===== src/rtl/exu_pkg.sv =====
package exu_pkg;

  localparam int unsigned XLEN = 32;
  localparam int unsigned OPW  = 5;

  typedef enum logic [4:0] {
    OP_ADD   = 5'd0,  OP_ADDU  = 5'd1,  OP_SUB   = 5'd2,  OP_SUBU  = 5'd3,
    OP_AND   = 5'd4,  OP_OR    = 5'd5,  OP_XOR   = 5'd6,  OP_NOR   = 5'd7,
    OP_SLT   = 5'd8,  OP_SLTU  = 5'd9,  OP_SLL   = 5'd10, OP_SRL   = 5'd11,
    OP_SRA   = 5'd12, OP_SLLV  = 5'd13, OP_SRLV  = 5'd14, OP_SRAV  = 5'd15,
    OP_ADDI  = 5'd16, OP_ADDIU = 5'd17, OP_ANDI  = 5'd18, OP_ORI   = 5'd19,
    OP_XORI  = 5'd20, OP_SLTI  = 5'd21, OP_SLTIU = 5'd22, OP_LUI   = 5'd23,
    OP_LB    = 5'd24, OP_LBU   = 5'd25, OP_LH    = 5'd26, OP_LHU   = 5'd27,
    OP_LW    = 5'd28, OP_LINK  = 5'd29
  } exu_op_e;

  typedef enum logic [2:0] {
    SEL_NONE, SEL_ARITH, SEL_LOGIC, SEL_CMP,
    SEL_SHIFT, SEL_LUI, SEL_LOAD, SEL_LINK
  } res_sel_e;

  typedef enum logic [1:0] {LG_AND, LG_OR, LG_XOR, LG_NOR} logic_fn_e;
  typedef enum logic [1:0] {SH_LEFT, SH_RLOG, SH_RARITH} shift_fn_e;
  typedef enum logic [1:0] {LD_BYTE, LD_HALF, LD_WORD} ld_size_e;

  typedef struct packed {
    logic      valid;
    res_sel_e  sel;
    logic      use_imm;
    logic      imm_signed;
    logic      sub;
    logic      trap_en;
    logic      cmp_signed;
    logic_fn_e lfn;
    shift_fn_e sfn;
    logic      shamt_reg;
    ld_size_e  lsize;
    logic      ld_signed;
  } exu_ctrl_t;

  function automatic logic [XLEN-1:0] exu_logic(input logic_fn_e fn,
                                                input logic [XLEN-1:0] a,
                                                input logic [XLEN-1:0] b);
    case (fn)
      LG_AND:  return a & b;
      LG_OR:   return a | b;
      LG_XOR:  return a ^ b;
      default: return ~(a | b);
    endcase
  endfunction

  function automatic exu_ctrl_t exu_decode(input logic [OPW-1:0] op);
    exu_ctrl_t c;
    c = '0;
    c.valid = 1'b1;
    case (op)
      OP_ADD:   begin c.sel = SEL_ARITH; c.trap_en = 1'b1; end
      OP_ADDU:  c.sel = SEL_ARITH;
      OP_SUB:   begin c.sel = SEL_ARITH; c.sub = 1'b1; c.trap_en = 1'b1; end
      OP_SUBU:  begin c.sel = SEL_ARITH; c.sub = 1'b1; end
      OP_AND:   begin c.sel = SEL_LOGIC; c.lfn = LG_AND; end
      OP_OR:    begin c.sel = SEL_LOGIC; c.lfn = LG_OR; end
      OP_XOR:   begin c.sel = SEL_LOGIC; c.lfn = LG_XOR; end
      OP_NOR:   begin c.sel = SEL_LOGIC; c.lfn = LG_NOR; end
      OP_SLT:   begin c.sel = SEL_CMP; c.cmp_signed = 1'b1; end
      OP_SLTU:  c.sel = SEL_CMP;
      OP_SLL:   begin c.sel = SEL_SHIFT; c.sfn = SH_LEFT; end
      OP_SRL:   begin c.sel = SEL_SHIFT; c.sfn = SH_RLOG; end
      OP_SRA:   begin c.sel = SEL_SHIFT; c.sfn = SH_RARITH; end
      OP_SLLV:  begin c.sel = SEL_SHIFT; c.sfn = SH_LEFT; c.shamt_reg = 1'b1; end
      OP_SRLV:  begin c.sel = SEL_SHIFT; c.sfn = SH_RLOG; c.shamt_reg = 1'b1; end
      OP_SRAV:  begin c.sel = SEL_SHIFT; c.sfn = SH_RARITH; c.shamt_reg = 1'b1; end
      OP_ADDI:  begin c.sel = SEL_ARITH; c.use_imm = 1'b1; c.imm_signed = 1'b1;
                      c.trap_en = 1'b1; end
      OP_ADDIU: begin c.sel = SEL_ARITH; c.use_imm = 1'b1; c.imm_signed = 1'b1; end
      OP_ANDI:  begin c.sel = SEL_LOGIC; c.lfn = LG_AND; c.use_imm = 1'b1; end
      OP_ORI:   begin c.sel = SEL_LOGIC; c.lfn = LG_OR;  c.use_imm = 1'b1; end
      OP_XORI:  begin c.sel = SEL_LOGIC; c.lfn = LG_XOR; c.use_imm = 1'b1; end
      OP_SLTI:  begin c.sel = SEL_CMP; c.use_imm = 1'b1; c.imm_signed = 1'b1;
                      c.cmp_signed = 1'b1; end
      OP_SLTIU: begin c.sel = SEL_CMP; c.use_imm = 1'b1; c.imm_signed = 1'b1; end
      OP_LUI:   c.sel = SEL_LUI;
      OP_LB:    begin c.sel = SEL_LOAD; c.lsize = LD_BYTE; c.ld_signed = 1'b1; end
      OP_LBU:   begin c.sel = SEL_LOAD; c.lsize = LD_BYTE; end
      OP_LH:    begin c.sel = SEL_LOAD; c.lsize = LD_HALF; c.ld_signed = 1'b1; end
      OP_LHU:   begin c.sel = SEL_LOAD; c.lsize = LD_HALF; end
      OP_LW:    begin c.sel = SEL_LOAD; c.lsize = LD_WORD; end
      OP_LINK:  c.sel = SEL_LINK;
      default:  begin c.valid = 1'b0; c.sel = SEL_NONE; end
    endcase
    return c;
  endfunction

endpackage


===== src/rtl/exu_imm_ext.sv =====
module exu_imm_ext #(
  parameter int unsigned W    = exu_pkg::XLEN,
  parameter int unsigned IMMW = 16
) (
  input  logic [IMMW-1:0] imm_i,
  input  logic            sign_i,
  output logic [W-1:0]    ext_o
);
  localparam int unsigned FILLW = W - IMMW;

  logic fill_bit;

  always_comb begin
    fill_bit = sign_i & imm_i[IMMW-1];
    ext_o    = {{FILLW{fill_bit}}, imm_i};
    p_low_kept_r2: assert (ext_o[IMMW-1:0] == imm_i)
      else $error("immediate low field altered");
    p_zero_fill_r1: assert (sign_i || ext_o[W-1:IMMW] == '0)
      else $error("zero-filled immediate has upper bits set");
  end
endmodule


===== src/rtl/exu_addsub.sv =====
module exu_addsub #(
  parameter int unsigned W = exu_pkg::XLEN
) (
  input  logic [W-1:0] a_i,
  input  logic [W-1:0] b_i,
  input  logic         sub_i,
  output logic [W-1:0] sum_o,
  output logic         ovf_o
);
  logic [W-1:0] b_eff;
  logic [W:0]   wide_chk;

  always_comb begin
    b_eff = sub_i ? ~b_i : b_i;
    sum_o = a_i + b_eff + {{(W-1){1'b0}}, sub_i};
    ovf_o = (a_i[W-1] == b_eff[W-1]) && (sum_o[W-1] != a_i[W-1]);
    wide_chk = sub_i ? ({a_i[W-1], a_i} - {b_i[W-1], b_i})
                     : ({a_i[W-1], a_i} + {b_i[W-1], b_i});
    p_ovf_range_r3: assert (ovf_o == (wide_chk[W] != wide_chk[W-1]))
      else $error("overflow flag disagrees with widened result");
    p_sum_wrap_r11: assert (sum_o == wide_chk[W-1:0])
      else $error("wrapped sum disagrees with widened result");
  end
endmodule


===== src/rtl/exu_shifter.sv =====
module exu_shifter #(
  parameter int unsigned W = exu_pkg::XLEN,
  localparam int unsigned SHW = $clog2(W)
) (
  input  logic [W-1:0]        val_i,
  input  logic [SHW-1:0]      amt_i,
  input  exu_pkg::shift_fn_e  fn_i,
  output logic [W-1:0]        res_o
);
  import exu_pkg::*;

  always_comb begin
    case (fn_i)
      SH_LEFT:   res_o = val_i << amt_i;
      SH_RLOG:   res_o = val_i >> amt_i;
      SH_RARITH: res_o = W'($signed(val_i) >>> amt_i);
      default:   res_o = val_i;
    endcase
    p_sra_sign_r10: assert (fn_i != SH_RARITH || res_o[W-1] == val_i[W-1])
      else $error("arithmetic shift lost the sign bit");
    p_srl_top_r10: assert (fn_i != SH_RLOG || amt_i == '0 || !res_o[W-1])
      else $error("logical right shift filled with one");
  end
endmodule


===== src/rtl/exu_load_align.sv =====
module exu_load_align #(
  parameter int unsigned W = exu_pkg::XLEN,
  localparam int unsigned LANES  = W / 8,
  localparam int unsigned HALVES = W / 16,
  localparam int unsigned OFFW   = $clog2(LANES)
) (
  input  logic [W-1:0]       word_i,
  input  logic [OFFW-1:0]    off_i,
  input  exu_pkg::ld_size_e  size_i,
  input  logic               sign_i,
  output logic [W-1:0]       data_o
);
  import exu_pkg::*;

  logic [7:0]  lane  [LANES];
  logic [15:0] halfw [HALVES];

  for (genvar k = 0; k < LANES; k++) begin : g_lane
    assign lane[k] = word_i[W-1-8*k -: 8];
  end
  for (genvar h = 0; h < HALVES; h++) begin : g_half
    assign halfw[h] = word_i[W-1-16*h -: 16];
  end

  logic [7:0]  byte_sel;
  logic [15:0] half_sel;

  always_comb begin
    byte_sel = lane[off_i];
    half_sel = halfw[off_i[OFFW-1:1]];
    case (size_i)
      LD_BYTE: data_o = {{(W-8){sign_i & byte_sel[7]}}, byte_sel};
      LD_HALF: data_o = {{(W-16){sign_i & half_sel[15]}}, half_sel};
      default: data_o = word_i;
    endcase
    p_ubyte_clear_r6: assert (size_i != LD_BYTE || sign_i || data_o[W-1:8] == '0)
      else $error("unsigned byte load has upper bits set");
    p_shalf_fill_r6: assert (size_i != LD_HALF || !sign_i ||
                             data_o[W-1:16] == {(W-16){data_o[15]}})
      else $error("signed halfword load not sign filled");
  end
endmodule


===== src/rtl/exu_core.sv =====
module exu_core #(
  parameter int unsigned XLEN      = exu_pkg::XLEN,
  parameter int unsigned IMMW      = 16,
  parameter int unsigned LINK_STEP = 4,
  localparam int unsigned SHW  = $clog2(XLEN),
  localparam int unsigned OFFW = $clog2(XLEN / 8)
) (
  input  logic [exu_pkg::OPW-1:0] op_i,
  input  logic [XLEN-1:0]         rs_val_i,
  input  logic [XLEN-1:0]         rt_val_i,
  input  logic [IMMW-1:0]         imm_i,
  input  logic [SHW-1:0]          shamt_i,
  input  logic [XLEN-1:0]         pc_i,
  input  logic [XLEN-1:0]         mem_word_i,
  input  logic [OFFW-1:0]         mem_off_i,
  output logic [XLEN-1:0]         result_o,
  output logic                    ovf_o,
  output logic                    wr_en_o
);
  import exu_pkg::*;

  exu_ctrl_t       ctrl;
  logic [XLEN-1:0] imm_ext;
  logic [XLEN-1:0] operand_b;
  logic [XLEN-1:0] sum;
  logic            add_ovf;
  logic [XLEN-1:0] logic_res;
  logic [XLEN-1:0] shift_res;
  logic [SHW-1:0]  shift_amt;
  logic [XLEN-1:0] load_res;
  logic [XLEN-1:0] link_res;
  logic [XLEN-1:0] lui_res;
  logic            less_than;
  logic            trap_raised;

  assign ctrl      = exu_decode(op_i);
  assign operand_b = ctrl.use_imm ? imm_ext : rt_val_i;
  assign shift_amt = ctrl.shamt_reg ? rs_val_i[SHW-1:0] : shamt_i;
  assign logic_res = exu_logic(ctrl.lfn, rs_val_i, operand_b);
  assign link_res  = pc_i + XLEN'(LINK_STEP);
  assign lui_res   = {imm_i, {(XLEN-IMMW){1'b0}}};
  assign less_than = ctrl.cmp_signed ? ($signed(rs_val_i) < $signed(operand_b))
                                     : (rs_val_i < operand_b);

  exu_imm_ext #(.W(XLEN), .IMMW(IMMW)) i_imm_ext (
    .imm_i  (imm_i),
    .sign_i (ctrl.imm_signed),
    .ext_o  (imm_ext)
  );

  exu_addsub #(.W(XLEN)) i_addsub (
    .a_i   (rs_val_i),
    .b_i   (operand_b),
    .sub_i (ctrl.sub),
    .sum_o (sum),
    .ovf_o (add_ovf)
  );

  exu_shifter #(.W(XLEN)) i_shifter (
    .val_i (rt_val_i),
    .amt_i (shift_amt),
    .fn_i  (ctrl.sfn),
    .res_o (shift_res)
  );

  exu_load_align #(.W(XLEN)) i_load_align (
    .word_i (mem_word_i),
    .off_i  (mem_off_i),
    .size_i (ctrl.lsize),
    .sign_i (ctrl.ld_signed),
    .data_o (load_res)
  );

  always_comb begin
    case (ctrl.sel)
      SEL_ARITH: result_o = sum;
      SEL_LOGIC: result_o = logic_res;
      SEL_CMP:   result_o = {{(XLEN-1){1'b0}}, less_than};
      SEL_SHIFT: result_o = shift_res;
      SEL_LUI:   result_o = lui_res;
      SEL_LOAD:  result_o = load_res;
      SEL_LINK:  result_o = link_res;
      default:   result_o = '0;
    endcase
    trap_raised = add_ovf & ctrl.trap_en;
    ovf_o       = trap_raised;
    wr_en_o     = ctrl.valid & ~trap_raised;

    p_no_overflow_r4: assert (!ovf_o || op_i == OP_ADD || op_i == OP_SUB ||
                              op_i == OP_ADDI)
      else $error("overflow flag from a non-trapping operation");
    p_ovf_blocks_write_r5: assert (!(ovf_o && wr_en_o))
      else $error("write enabled together with overflow");
    p_undef_quiet_r5: assert (ctrl.valid || (result_o == '0 && !wr_en_o))
      else $error("undefined code produced a write or a result");
    p_cmp_bit0_r9: assert (ctrl.sel != SEL_CMP || result_o[XLEN-1:1] == '0)
      else $error("compare result has upper bits set");
    p_lui_low_r7: assert (op_i != OP_LUI || result_o[XLEN-IMMW-1:0] == '0)
      else $error("upper-immediate result has low bits set");
  end
endmodule


===== config.mk =====
export PLATFORM = sky130hd
export DESIGN_NAME = exu_core
export DESIGN_NICKNAME = d
export VERILOG_FILES = /design/src/rtl/exu_pkg.sv /design/src/rtl/exu_imm_ext.sv /design/src/rtl/exu_addsub.sv /design/src/rtl/exu_shifter.sv /design/src/rtl/exu_load_align.sv /design/src/rtl/exu_core.sv
export SDC_FILE = /design/constraint.sdc
export NUM_CORES = 1
export LEC_CHECK = 0
export BUFFER_PORTS_ARGS = -buffer_cell sky130_fd_sc_hd__buf_2
export CAP_MARGIN = 20
export CELL_PAD_IN_SITES_DETAIL_PLACEMENT = 0
export CELL_PAD_IN_SITES_GLOBAL_PLACEMENT = 1
export CORE_MARGIN = 5
export CORE_UTILIZATION = 38
export DETAILED_ROUTE_END_ITERATION = 7
export PLACE_DENSITY_LB_ADDON = 0.1
export SYNTH_ARGS = -nofsm -noshare
export SYNTH_HDL_FRONTEND = slang
export SYNTH_HIERARCHICAL = 1
export SYNTH_SLANG_ARGS = --single-unit

===== constraint.sdc =====
create_clock -name vclk -period 8.77
set_clock_uncertainty 0.1 [all_clocks]
set_input_delay 0.4385 -clock vclk [all_inputs]
set_output_delay 0.4385 -clock vclk [all_outputs]
set_load 0.02 [all_outputs]

==> results.md <==
* Top cells by area, synth: ha_1, mux4_2, mux2i_1
* Die span in x at 190 microns
* Non-filler instance count after layout at 2204
* Setup TNS Final at 0 ns
* Wire length per cell after detailed routing at 29.3 microns
* Die height at 190 microns
* Cell types with the highest counts after synthesis: nand2_1, nor2_1, a21oi_1, ha_1, o21ai_0
* Mean Syn Cell Area at 7.23 sq um
* Number of detailed-routing iterations run before antenna repair at 7
* Worst Path Class, Setup: input pin to primary output
* Final hold violation count at 0
* DRT antenna net count at 0
* Final Max Tran Viols at 0
* Fillers at 3586
* Maximum fanout count along the critical path at 57
* Initial Util at 38.2%
* Fraction of the cycle the final worst path needs at 71.3%
* Proportion of netlist area held by the largest area contributor at 12.8%
* Wire length of the first global-routing pass at 93.2 mm
* Unique masters post-synth at 96
* Hold Buf Count CTS at 0
* Via count of the first global-routing pass at 13500
* Final HPWL DP at 50.3 mm
* Number of sequential cells in the layout at 0
* Final setup violation count at 0
* Initial antenna violation count at 4
* Data arrival time of the worst path at 5.71 ns
* Final critical-path required period at 6.25 ns
* Placed cell area at 13200 sq um
* Iter 0 DRT Violations at 1791
* Final net count at 2048
* Total nets after synthesis at 1995
* Max rail drop VDD at 0.0000325 V
* Total I/O pin count at 190
* Number of cells produced by synthesis at 1711
* Fmax at 160 MHz
* Relative slew slack at 20.2%
* Post-synthesis instance area at 12400 sq um
* DRC viols at 0
* Gpl congestion at 1.03
* Transition time at the pin with the least slew margin at 1.19 ns
* Number of clock buffer instances in the layout at 0
* Setup repair after global routing missed its margin: no
* Category of the worst setup path launch point: input pin
* Sequential cell area at 0 sq um
* Count of buffers from port buffering at 190
* Static leakage power at 5.79 nW
* Inserted Diodes at 0
* Core Region at 32400 sq um
* Status: completed
* Via count at 14500
* Max Cap Violations at 0
* Maximum number of pins on one net before global-route repair at 77
* Largest area contributor in the netlist: ha_1
* Post-Layout Inst Area at 13200 sq um
* Placed cell count at 2203
* Setup Fix Bufs, Post-CTS at 0
* Most frequent cell after synthesis: nand2_1
* Share of final-layout standard cells stronger than drive strength 1 at 20.8%
* Total routing resource utilization after global routing at 33.9%
* Critical Path RT at 8.23 ns
* Yosys warnings at 6
* Pwr Density at 79.0 nW/um^2
* Critical path capture point type: primary output
* Via-to-Cell Ratio at 6.57
* WL final at 64.7 mm
* Area added between synthesis and finish at 6.87%
* Floorplan die area at 36300 sq um
* Remaining global-route overflow at 0
* Min-delay worst type: input pin to primary output
* # resized after CTS at 0
* Share of the yosys chip area belonging to registers at 0%
* Number of standard-cell rows in the floorplan at 66
==> per-layer routing <==
metal | GRT usage [%] | up-vias | part of all wire, %
met5 | 0 | - | 0.053
met4 | 10.7 | 6 | 4.1
met3 | 7.49 | 142 | 11
met2 | 49.9 | 917 | 41
met1 | 49.1 | 6928 | 43
li1 | - | 6487 | -
==> metrics by stage <==
step | setup WS (ns) | util, % | hold slack (ns) | total power, mW
2_1_floorplan | 3.98 | - | 0.977 | 0.673
3_3_place_gp | 2.85 | 40.7 | 1.24 | 1.01
3_5_place_dp | 2.73 | 40.8 | 1.23 | 1.01
4_1_cts | 2.70 | 40.8 | 1.23 | 1.01
5_1_grt | 2.27 | 40.8 | 1.25 | 1.11
6_report | 2.52 | 40.8 | 1.23 | 1.04
==> cell families (layout without fill, tap and decap cells) <==
| logic type | Yosys count | count (layout) | share of synthesized area, % |
|---|---|---|---|
| simple gates | 538 | 538 | 20.5 |
| mux | 160 | 160 | 18.8 |
| compound gates | 546 | 546 | 31.1 |
| fa+ha+maj | 128 | 128 | 13.0 |
| buf+inv | 245 | 296 | 9.97 |
| xor+xnor | 94 | 94 | 6.65 |
==> layout make-up <==
class	count	area (sq um)	share of cell area, %
multi-input combinational	1466	11200	84.6
inverter	78	295	2.23
tap	442	553	4.18
timing repair buffer	218	1180	8.96
==> power by group <==
group | internal (mW) | total (mW) | switching (mW)
clock network | 0 | 0 | 0
logic | 0.368 | 1.04 | 0.677
registers | 0 | 0 | 0
==> final timing paths <==
path	start	to	slack [ns]	cells past startpoint
setup / recovery	op_i[3]	result_o[29]	2.52	14
hold / removal	imm_i[3]	result_o[19]	1.23	4
==> cells in the final DEF (no fill, tap or decap), drive strengths merged, types with 7 or more instances in the layout <==
| cell | synthesis | layout |
|---|---|---|
| a211oi | 19 | 19 |
| nor3b | 7 | 7 |
| nand3 | 48 | 48 |
| and3 | 16 | 16 |
| a22oi | 16 | 16 |
| nand2b | 22 | 22 |
| nor2 | 157 | 157 |
| xor2 | 62 | 62 |
| a21o | 19 | 19 |
| nor3 | 33 | 33 |
| a31oi | 23 | 23 |
| a21oi | 138 | 138 |
| o211ai | 37 | 37 |
| o22ai | 23 | 23 |
| o2111ai | 13 | 13 |
| buf | 89 | 218 |
| a222oi | 31 | 31 |
| o21ai | 107 | 107 |
| or2 | 14 | 14 |
| nor2b | 14 | 14 |
| mux2i | 72 | 72 |
| xnor2 | 32 | 32 |
| o221ai | 20 | 20 |
| nor4 | 9 | 9 |
| o21a | 7 | 7 |
| ha | 127 | 127 |
| o22a | 22 | 22 |
| mux2 | 35 | 35 |
| nand4 | 19 | 19 |
| mux4 | 53 | 53 |
| inv | 76 | 76 |
| nand2 | 173 | 173 |
| and2 | 9 | 9 |
| or3 | 9 | 9 |
==> critical path: stages <==
cell and delay (ns):
buf_2 0.30, nand2_1 0.21, nor3_1 0.84, mux2_4 0.67
buf_4 0.71, nor2b_1 0.25, o31a_1 0.18, nor2_1 0.05
a211oi_1 0.59, a21oi_1 0.14, o32a_1 0.45, a222oi_1 0.36
o2111ai_1 0.21, buf_2 0.24
(Power assumes the default switching activity.)
